### src/rtl/mmu_guard_pkg.sv
package mmu_guard_pkg;

    typedef enum logic [1:0] {
        RGN_BYPASS    = 2'd0,
        RGN_TRANSLATE = 2'd1,
        RGN_DENIED    = 2'd2
    } region_e;

    typedef enum logic [2:0] {
        CAUSE_NONE   = 3'd0,
        CAUSE_MISS   = 3'd1,
        CAUSE_PERM_R = 3'd2,
        CAUSE_PERM_W = 3'd3,
        CAUSE_PERM_X = 3'd4,
        CAUSE_SUPER  = 3'd5
    } cause_e;

    localparam int KIND_W = 2;
    localparam int PERM_W = 3;

endpackage

### src/rtl/mmu_region_decode.sv
module mmu_region_decode
    import mmu_guard_pkg::*;
#(
    parameter int VA_W = 32
) (
    input  logic [VA_W-1:0] vaddr,
    input  logic            super_mode,
    input  logic            mmu_on,
    output region_e         region
);

    logic top_bit;
    logic top_two;

    always_comb begin
        top_bit = vaddr[VA_W-1];
        top_two = vaddr[VA_W-1] & vaddr[VA_W-2];
        if (!mmu_on) begin
            region = RGN_BYPASS;
        end else if (super_mode) begin
            region = top_two ? RGN_BYPASS : RGN_TRANSLATE;
        end else begin
            region = top_bit ? RGN_DENIED : RGN_TRANSLATE;
        end
    end

endmodule

### src/rtl/mmu_perm_resolve.sv
module mmu_perm_resolve
    import mmu_guard_pkg::*;
#(
    parameter int VA_W      = 32,
    parameter int PAGE_BITS = 12
) (
    input  region_e               region,
    input  logic [VA_W-1:0]       vaddr,
    input  logic [KIND_W-1:0]     kind,
    input  logic                  hit,
    input  logic [VA_W-PAGE_BITS-1:0] ppage,
    input  logic [PERM_W-1:0]     perm,
    output cause_e                cause,
    output logic [VA_W-1:0]       paddr
);

    localparam int PPN_W = VA_W - PAGE_BITS;

    logic   allowed;
    cause_e deny_cause;

    always_comb begin
        if (kind[1]) begin
            allowed    = perm[2];
            deny_cause = CAUSE_PERM_X;
        end else if (kind[0]) begin
            allowed    = perm[1];
            deny_cause = CAUSE_PERM_W;
        end else begin
            allowed    = perm[0];
            deny_cause = CAUSE_PERM_R;
        end

        cause = CAUSE_NONE;
        paddr = '0;
        unique case (region)
            RGN_BYPASS: begin
                paddr = vaddr;
            end
            RGN_DENIED: begin
                cause = CAUSE_SUPER;
            end
            RGN_TRANSLATE: begin
                if (!hit) begin
                    cause = CAUSE_MISS;
                end else if (!allowed) begin
                    cause = deny_cause;
                end else begin
                    paddr = {ppage[PPN_W-1:0], vaddr[PAGE_BITS-1:0]};
                end
            end
            default: begin
                cause = CAUSE_NONE;
            end
        endcase
    end

endmodule

### src/rtl/mmu_fault_regs.sv
module mmu_fault_regs #(
    parameter int VA_W       = 32,
    parameter int PAGE_BITS  = 12,
    parameter int PTE_LSB    = 2
) (
    input  logic                clk,
    input  logic                rst_n,
    input  logic                rec_any,
    input  logic                rec_tlb,
    input  logic [VA_W-1:0]     vaddr,
    input  logic                is_fetch,
    input  logic                base_load,
    input  logic [VA_W-(VA_W-PAGE_BITS)-PTE_LSB-1:0] base_val,
    output logic [VA_W-1:0]     badaddr,
    output logic [VA_W-1:0]     pteaddr,
    output logic                dside
);

    localparam int VPN_W  = VA_W - PAGE_BITS;
    localparam int BASE_W = VA_W - VPN_W - PTE_LSB;
    localparam int BASE_LSB = PTE_LSB + VPN_W;

    typedef struct packed {
        logic [VA_W-1:0]   bad;
        logic [BASE_W-1:0] base;
        logic [VPN_W-1:0]  vpn;
        logic              dflag;
    } rec_t;

    rec_t st_d;
    rec_t st_q;

    always_comb begin
        st_d = st_q;
        if (rec_any) begin
            st_d.bad = vaddr;
        end
        if (rec_tlb) begin
            st_d.vpn   = vaddr[VA_W-1:PAGE_BITS];
            st_d.dflag = ~is_fetch;
        end
        if (base_load) begin
            st_d.base = base_val;
        end
    end

    always_ff @(posedge clk or negedge rst_n) begin
        if (!rst_n) begin
            st_q <= '0;
        end else begin
            st_q <= st_d;
        end
    end

    assign badaddr = st_q.bad;
    assign pteaddr = {st_q.base, st_q.vpn, {PTE_LSB{1'b0}}};
    assign dside   = st_q.dflag;

    if (BASE_LSB + BASE_W != VA_W) begin : g_bad_layout
        initial $error("page-table-entry field layout does not fill the register");
    end

endmodule

### src/rtl/mmu_region_guard.sv
module mmu_region_guard
    import mmu_guard_pkg::*;
#(
    parameter int VA_W      = 32,
    parameter int PAGE_BITS = 12,
    parameter int PTE_LSB   = 2
) (
    input  logic                        clk,
    input  logic                        rst_n,
    input  logic                        mmu_on,
    input  logic                        acc_valid,
    input  logic [VA_W-1:0]             acc_vaddr,
    input  logic [1:0]                  acc_kind,
    input  logic                        acc_super,
    input  logic                        lk_hit,
    input  logic [VA_W-PAGE_BITS-1:0]   lk_ppage,
    input  logic [2:0]                  lk_perm,
    input  logic                        pt_base_load,
    input  logic [VA_W-(VA_W-PAGE_BITS)-PTE_LSB-1:0] pt_base_val,
    output logic                        acc_ok,
    output logic                        acc_fault,
    output logic [2:0]                  acc_cause,
    output logic [VA_W-1:0]             acc_paddr,
    output logic [VA_W-1:0]             rec_badaddr,
    output logic [VA_W-1:0]             rec_pteaddr,
    output logic                        rec_dside,
    input  logic [VA_W-1:0]             dbg_vaddr,
    input  logic                        dbg_hit,
    input  logic [VA_W-PAGE_BITS-1:0]   dbg_ppage,
    output logic [VA_W-1:0]             dbg_paddr
);

    region_e acc_region;
    region_e dbg_region;
    cause_e  raw_cause;
    logic [VA_W-1:0] raw_paddr;
    logic    has_fault;
    logic    tlb_fault;

    mmu_region_decode #(.VA_W(VA_W)) i_acc_decode (
        .vaddr      (acc_vaddr),
        .super_mode (acc_super),
        .mmu_on     (mmu_on),
        .region     (acc_region)
    );

    mmu_perm_resolve #(.VA_W(VA_W), .PAGE_BITS(PAGE_BITS)) i_resolve (
        .region (acc_region),
        .vaddr  (acc_vaddr),
        .kind   (acc_kind),
        .hit    (lk_hit),
        .ppage  (lk_ppage),
        .perm   (lk_perm),
        .cause  (raw_cause),
        .paddr  (raw_paddr)
    );

    // debug path sees the supervisor view of the address space
    mmu_region_decode #(.VA_W(VA_W)) i_dbg_decode (
        .vaddr      (dbg_vaddr),
        .super_mode (1'b1),
        .mmu_on     (mmu_on),
        .region     (dbg_region)
    );

    always_comb begin
        has_fault = acc_valid && (raw_cause != CAUSE_NONE);
        tlb_fault = has_fault && (raw_cause != CAUSE_SUPER);
        acc_fault = has_fault;
        acc_ok    = acc_valid && (raw_cause == CAUSE_NONE);
        acc_cause = acc_valid ? raw_cause : CAUSE_NONE;
        acc_paddr = acc_valid ? raw_paddr : '0;

        if (dbg_region == RGN_TRANSLATE) begin
            dbg_paddr = dbg_hit ? {dbg_ppage, {PAGE_BITS{1'b0}}} : '1;
        end else begin
            dbg_paddr = {dbg_vaddr[VA_W-1:PAGE_BITS], {PAGE_BITS{1'b0}}};
        end
    end

    mmu_fault_regs #(.VA_W(VA_W), .PAGE_BITS(PAGE_BITS), .PTE_LSB(PTE_LSB)) i_regs (
        .clk       (clk),
        .rst_n     (rst_n),
        .rec_any   (has_fault),
        .rec_tlb   (tlb_fault),
        .vaddr     (acc_vaddr),
        .is_fetch  (acc_kind[1]),
        .base_load (pt_base_load),
        .base_val  (pt_base_val),
        .badaddr   (rec_badaddr),
        .pteaddr   (rec_pteaddr),
        .dside     (rec_dside)
    );

endmodule

### config.mk
export PLATFORM = sky130hd
export DESIGN_NAME = mmu_region_guard
export DESIGN_NICKNAME = d
export VERILOG_FILES = /design/src/rtl/mmu_guard_pkg.sv /design/src/rtl/mmu_region_decode.sv /design/src/rtl/mmu_perm_resolve.sv /design/src/rtl/mmu_fault_regs.sv /design/src/rtl/mmu_region_guard.sv
export SDC_FILE = /design/constraint.sdc
export NUM_CORES = 1
export LEC_CHECK = 0
export BUFFER_PORTS_ARGS = -buffer_cell sky130_fd_sc_hd__buf_2
export CELL_PAD_IN_SITES_DETAIL_PLACEMENT = 1
export CELL_PAD_IN_SITES_GLOBAL_PLACEMENT = 1
export CORE_MARGIN = 5
export CORE_UTILIZATION = 29
export CTS_CLUSTER_DIAMETER = 30
export DETAILED_ROUTE_END_ITERATION = 16
export GPL_TIMING_DRIVEN = 0
export PLACE_DENSITY_LB_ADDON = 0.1
export SYNTH_ARGS = -nofsm -noshare
export SYNTH_HDL_FRONTEND = slang
export SYNTH_SLANG_ARGS = --single-unit
### constraint.sdc
create_clock -name clk -period 1.5 [get_ports clk]
set_clock_uncertainty 0.05 [all_clocks]
set_input_delay 0 -clock clk [delete_from_list [all_inputs] [get_ports clk]]
set_output_delay 0 -clock clk [all_outputs]
set_load 0.02 [all_outputs]
==> key figures, run 1 <==
Critical path
  – Setup crit start kind: input pin
  – CP required: roughly 1700 ps
  – Setup CP Type: in -> reg
  – R2R Setup Slk: between 600 and 700 ps
  – Reg2reg path depth: 1
  – Worst R2R End: i_regs.badaddr[5]
  – Reg2Reg Launch Point: i_regs.badaddr[5]
  – CP arrival: roughly 1700 ps
  – Worst setup EP type: flop
  – Crit path max fanout: 5

Floorplanning
  – Row Count: 40
  – CORE AREA: approximately 12000 sq um
  – DIE HEIGHT: roughly 120 um
  – Starting density of the core: 0.294
  – Total die area: between 10000 and 15000 sq um
  – I/O pin count: about 260
  – Die X: 120 um

Synth
  – Post-synth EDFFs: 0
  – Ranking of synthesized cells by area: dfrtp_1 (45%), mux2_4 (21%), nor2_1 (4.9%)
  – Post-synthesis sequential area ratio: 0.448
  – Share of async-settable or async-resettable flops after synthesis: 1.00
  – Syn Inst Count: a little over 300
  – Synth Area in XOR/XNOR: 0
  – Post-synthesis simple-gate area fraction: 0.0988
  – Syn_area_per_cell: between 10 and 15 sq um
  – Most frequent cells after synthesis: dfrtp_1 (63), mux2_4 (49), nor2_1 (46)
  – Multiplexer area fraction after synthesis: 0.256
  – Synth Area in Compound Gates: 0.0991
  – Post-Synth Adder-Cell Area: 0.0107
  – Yosys cell types: 31
  – Post-synth top flop: dfrtp_1
  – Main combinational cell family by area after synthesis: multiplexers
  – Post-synth top area cell: dfrtp_1
  – Seq cells post-synth: 63
  – Mapped cell area: between 3000 and 4000 sq um
  – Syn. warnings: 0
  – Top-area cell type share of the netlist area: 0.448
  – Count leader, synth: dfrtp_1

Clock network
  – Root Buffer: clkbuf_16
  – H-tree depth: 3
  – CTS tree: done
  – Clock sink total: 63
  – CTS clk-pin slew, worst paths: 50 ps
  – Clock Path Buffers: 2
  – Clock Latency Late Sink: approximately 320 ps
  – Number of buffers created by CTS: 9

GRT
  – All-Layer GR Usage: 0.176
  – Vias in the first global route: about 3900
  – First-pass GRT wire length: approximately 20 mm
  – Initial antenna violation count: 0
  – Largest net degree at the start of global routing: 64
  – GRT overflow: 0

Worst hold path
  – Hold Path End: i_regs.pteaddr[24]
  – Hold_sp: pt_base_load
  – Hold Path Stages: 2
  – Hold Path Class: in -> reg

Placement
  – Routability cong.: between 0.7 and 0.8
  – Cell Area, Placed: 4960 sq um
  – Place WS: -548 ps
  – Post-DP HPWL: ~9.7 mm
  – PortBufs: between 200 and 250

Cells and area
  – Syn-to-layout area delta: 72.7%
  – Antenna diodes: 0
  – Utilization after layout: 0.508
  – # nets final: roughly 760
  – Share of cells above drive strength 1: 0.607
  – Design Area, Final: ~6100 sq um

Power
  – Leak Pwr: ~3.3 nW
  – Worst vdd ir: about 0.55 mV
  – Total chip power: 7.77 mW
  – Pwr dens: between 1000 and 1500 nW/um^2

Run status
  – Status: finished, violations left
  – Failing checks: setup timing

Timing
  – Max_slew headroom: 0.463
  – Hold Vio Cnt, Final: 0
  – Worst Tran Pin Value: ~810 ps
  – Final Cycle Share: 1.01
  – Min setup slack post-route: -12.6 ps
  – Final setup fails: 5
  – Slew Limit Fails: 0
  – Fmax: 661 MHz
  – RSZ-0062 raised after global routing: true
  – Tmin final: roughly 1500 ps

Drt
  – DR pass1 iterations: 4
  – Drt drc: 0
  – WL/cell: approximately 17 um
  – DRT iter0 DRCs: roughly 120
  – Antenna-violating nets left: 0
  – Vias/cell: 4.57
  – Via count: 3550
  – Post-Route WL: 13.4 mm

Flow run
  – Max_cap viols: 0
critical path, stage by stage:
cell and delay, ps:
buf_8 100, o21ai_2 110, and2_4 170, inv_4 40, ha_4 160, nand4b_4 180
a31oi_4 280, buf_6 170, clkbuf_16 150, mux2_4 290
registers in the layout (all words and copies together), names as in the netlist:
register	count
i_regs.badaddr	32
i_regs.pteaddr	30
i_regs.dside	1
how the worst max path moves through the flow:
stage	from	end	slack [ps]	depth (start not counted)
3_5_place_dp	acc_vaddr[30]	i_regs.badaddr[15]	-550	10
5_1_grt	acc_vaddr[30]	i_regs.badaddr[14]	-50	10
4_1_cts	acc_super	i_regs.badaddr[8]	-60	11
3_3_place_gp	acc_vaddr[30]	i_regs.badaddr[11]	-500	10
2_1_floorplan	acc_super	i_regs.badaddr[0]	-180	9
6_report	acc_vaddr[30]	i_regs.badaddr[14]	-10	10
cell families (layout without fill, tap and decap cells):
| family | after synthesis | count (layout) |
|---|---|---|
| AOI/OAI and AO/OA | 48 | 48 |
| adders and majority gates | 3 | 3 |
| buffers and inverters | 58 | 377 |
| DFF | 63 | 63 |
| muxes | 64 | 64 |
| other | 1 | 2 |
| and+or+nand+nor | 71 | 72 |
metal layers:
metal / GRT usage / routed length (um) / vias up
met4: 0.0365 / 118 / 0
met5: 0 / 0 / -
li1: - / - / 1679
met1: 0.199 / 5080 / 1700
met3: 0.0594 / 1200 / 10
met2: 0.321 / 7030 / 161
timing repair:
action | CTS | global route
hold buffers | 44 | 0
endpoints found under the setup margin | 106 | 91
pin swaps | 6 | 7
setup buffers | 10 | 2
endpoints found under the hold margin | 126 | 0
gates cloned | 1 | 4
gates resized for setup | 43 | 29
final cells by class:
class	count	area [sq um]
Inverter	26	110
Timing Repair Buffer	305	1930
Multi-Input combinational cell	189	1740
Tap cell	147	184
Buffer	31	244
Clock inverter	3	42.5
Clock buffer	12	256
Fill cell	1386	5880
Sequential cell	63	1580
metrics by stage:
step | hold WS [ps] | TNS, ps | cells
2_1_floorplan | -346 | -8490 | 309
3_3_place_gp | 184 | -38060 | 701
3_5_place_dp | 94.4 | -41620 | 701
5_1_grt | 218 | -911 | 776
4_1_cts | 193 | -1280 | 771
6_report | 180 | -39.1 | 776
placed cells by master (no fill, tap or decap), types with 2 or more instances in the layout:
cell and n:
dfrtp_1 63, ha_4 2, buf_12 3, a22oi_1 20, clkbuf_1 7, buf_2 227, nor2_1 46, a31oi_1 20
inv_1 23, buf_4 34, clkbuf_8 3, clkbuf_2 4, buf_8 3, mux2_2 14, inv_4 2, conb_1 2
buf_6 11, dlygate4sd3_1 44, clkbuf_16 11, mux2_4 49, and2_1 12
report_power, final:
| group | internal (mW) | switching [mW] | total (mW) |
|---|---|---|---|
| clock network | 1.36 | 0.716 | 2.08 |
| registers | 2.24 | 0.276 | 2.51 |
| logic | 1.49 | 1.69 | 3.17 |
No activity file was read; power rests on OpenSTA's default activity.
==> run 2: changes to the inputs <==
CORE_ASPECT_RATIO = 1.1   (was default)
==> run 2 against run 1 <==
Net effect: the flow still finishes with violations (setup timing); via count grew 1.3%; final cell count increased by 0.64%; design area rose by 1.2%; register-to-register slack barely moved; global-route usage is 0.10 points higher; wire length grew 1.8%; critical path type is now in -> out; largest power group unchanged; highest routed layer unchanged.
==> key figures, run 2 (same netlist as run 1, synthesis figures left out) <==
Power
  – Sw Share: 0.341
  – Leak Pwr: about 3.4 nW
  – Clock Power Share: 0.271
  – Pwr dens: between 1000 and 1500 nW/um^2
  – Reg power frac: 0.319
  – Switching pwr: 2.70 mW
  – Comb pwr share: 0.410
  – Worst vdd ir: between 0.6 and 0.7 mV
  – Internal power: about 5.2 mW

Placement
  – PortBufs: roughly 250
  – Post-DP HPWL: about 10 mm
  – Cell Area, Placed: just under 5000 sq um
  – Routability cong.: between 0.7 and 0.8
  – Place WS: -543 ps
  – Placed Cells: about 700

Flow run
  – Max_cap viols: 0

Floorplanning
  – I/O pin count: between 200 and 300
  – Die X: around 120 um
  – DIE HEIGHT: between 100 and 150 um
  – Total die area: 14500 sq um
  – Row Count: 42
  – Starting density of the core: 0.294
  – CORE AREA: 12000 sq um

Timing
  – Min setup slack post-route: -35.7 ps
  – Hold Vio Cnt, Final: 0
  – Worst Tran Pin Value: a little over 800 ps
  – Tmin final: approximately 1500 ps
  – Final Cycle Share: 1.02
  – Fmax: ~650 MHz
  – Final setup fails: 25
  – RSZ-0062 raised after global routing: true
  – Max_slew headroom: 0.460
  – Slew Limit Fails: 0

GRT
  – GRT overflow: 0
  – Largest net degree at the start of global routing: between 60 and 70
  – All-Layer GR Usage: 0.177
  – First-pass GRT wire length: about 20 mm
  – Vias in the first global route: 3980
  – Initial antenna violation count: 0

Clock network
  – Number of buffers created by CTS: 9
  – Clock sink total: 63
  – CTS clk-pin slew, worst paths: roughly 50 ps
  – Clock Path Buffers: 2
  – CTS tree: done
  – H-tree depth: 3
  – Clock Latency Late Sink: approximately 320 ps
  – Root Buffer: clkbuf_16

Drt
  – DRT iter0 DRCs: 97
  – Via count: approximately 3600
  – Drt drc: 0
  – WL/cell: between 15 and 20 um
  – Vias/cell: around 4.6
  – Post-Route WL: 13.7 mm
  – DR pass1 iterations: 4
  – Antenna-violating nets left: 0

Cells and area
  – Most frequent cells in the layout: buf_2 (225), dfrtp_1 (63), mux2_4 (52)
  – Share of cells above drive strength 1: 0.622
  – Number of flip-flops in the largest register: 32
  – Design Area, Final: 6150 sq um
  – # nets final: about 750
  – Syn-to-layout area delta: 74.7%
  – Antenna diodes: 0
  – Fin cells: between 700 and 800
  – Most common cell after layout, fill and taps aside: buf_2

Critical path
  – Crit path max fanout: 5
  – CP arrival: between 1000 and 1500 ps
  – CP required: roughly 1500 ps
  – Worst setup EP type: output pin
  – Setup CP Type: in -> out
  – Setup crit start kind: input pin
  – R2R Setup Slk: between 600 and 700 ps

Worst hold path
  – Hold Path Class: in -> reg

Run status
  – Failing checks: setup timing
  – Status: finished, violations left
[run 2: cell types whose count changed in the layout (fill, tap and decap cells not counted), sizes merged]
cell	previous run	this run
clkbuf	26	22
buf	278	280
bufinv	1	2
clkinv	1	2
clkinvlp	1	0
nor2b	2	1
[run 2: worst paths after layout]
| kind | start | to | depth (start not counted) |
|---|---|---|---|
| min in group asynchronous | rst_n | i_regs.pteaddr[30] | 2 |
| max reg2reg | i_regs.badaddr[25] | i_regs.badaddr[25] | 1 |
| min reg2reg | i_regs.badaddr[4] | i_regs.badaddr[4] | 1 |
| max | acc_super | acc_paddr[3] | 10 |
| min | pt_base_load | i_regs.pteaddr[27] | 2 |
| max in group asynchronous | rst_n | i_regs.pteaddr[8] | 2 |
[run 2: metrics by stage]
stage / hold slack, ps / utilization / TNS [ps] / power, mW
4_1_cts: 179 / 0.498 / -77.9 / 7.93
3_5_place_dp: 98.8 / 0.415 / -41430 / 5.55
6_report: 191 / 0.513 / -249 / 7.91
3_3_place_gp: 184 / 0.415 / -35540 / 5.48
2_1_floorplan: -346 / - / -8490 / 4.38
5_1_grt: 205 / 0.513 / -1800 / 8.29
[run 2: final cells by class]
class	instances	area, sq um
Fill cell	1363	5830
Tap cell	154	193
Inverter	26	108
Timing Repair Buffer	303	1950
Buffer	31	253
Clock buffer	12	236
Sequential cell	63	1580
Clock inverter	4	70.1
Multi-Input combinational cell	188	1770
[run 2: timing repair]
action,in CTS,in global routing
gates cloned,0,2
buffers inserted,9,3
hold buffers,44,0
setup endpoints to repair,105,86
endpoints found under the hold margin,126,0
pin swaps,4,13
gates resized for setup,51,45
[run 2: metal layers]
layer  wire (um)  global-route usage  vias to the layer above
met3        1370              0.0623                       19
met4         263              0.0559                        0
li1            -                   -                     1676
met5           0                   0                        -
met1        4920               0.183                     1724
met2        7120               0.328                      176
[run 2: critical path, cell delays in order]
cell	delay (ps)
buf_8	80
inv_8	30
o21ai_2	110
and2_4	180
ha_4	170
o2111a_2	280
o21a_4	210
clkbuf_16	160
and2_4	140
buf_6	110
[run 2: power by group through the flow]
stage / Combinational (mW) / Sequential, mW / Clock, mW
floorplan: 1.17 / 3.20 / 0
global placement: 2.97 / 2.51 / 0
detailed placement: 3.01 / 2.55 / 0
CTS: 3.19 / 2.53 / 2.21
global route: 3.43 / 2.59 / 2.28
finish: 3.24 / 2.53 / 2.14
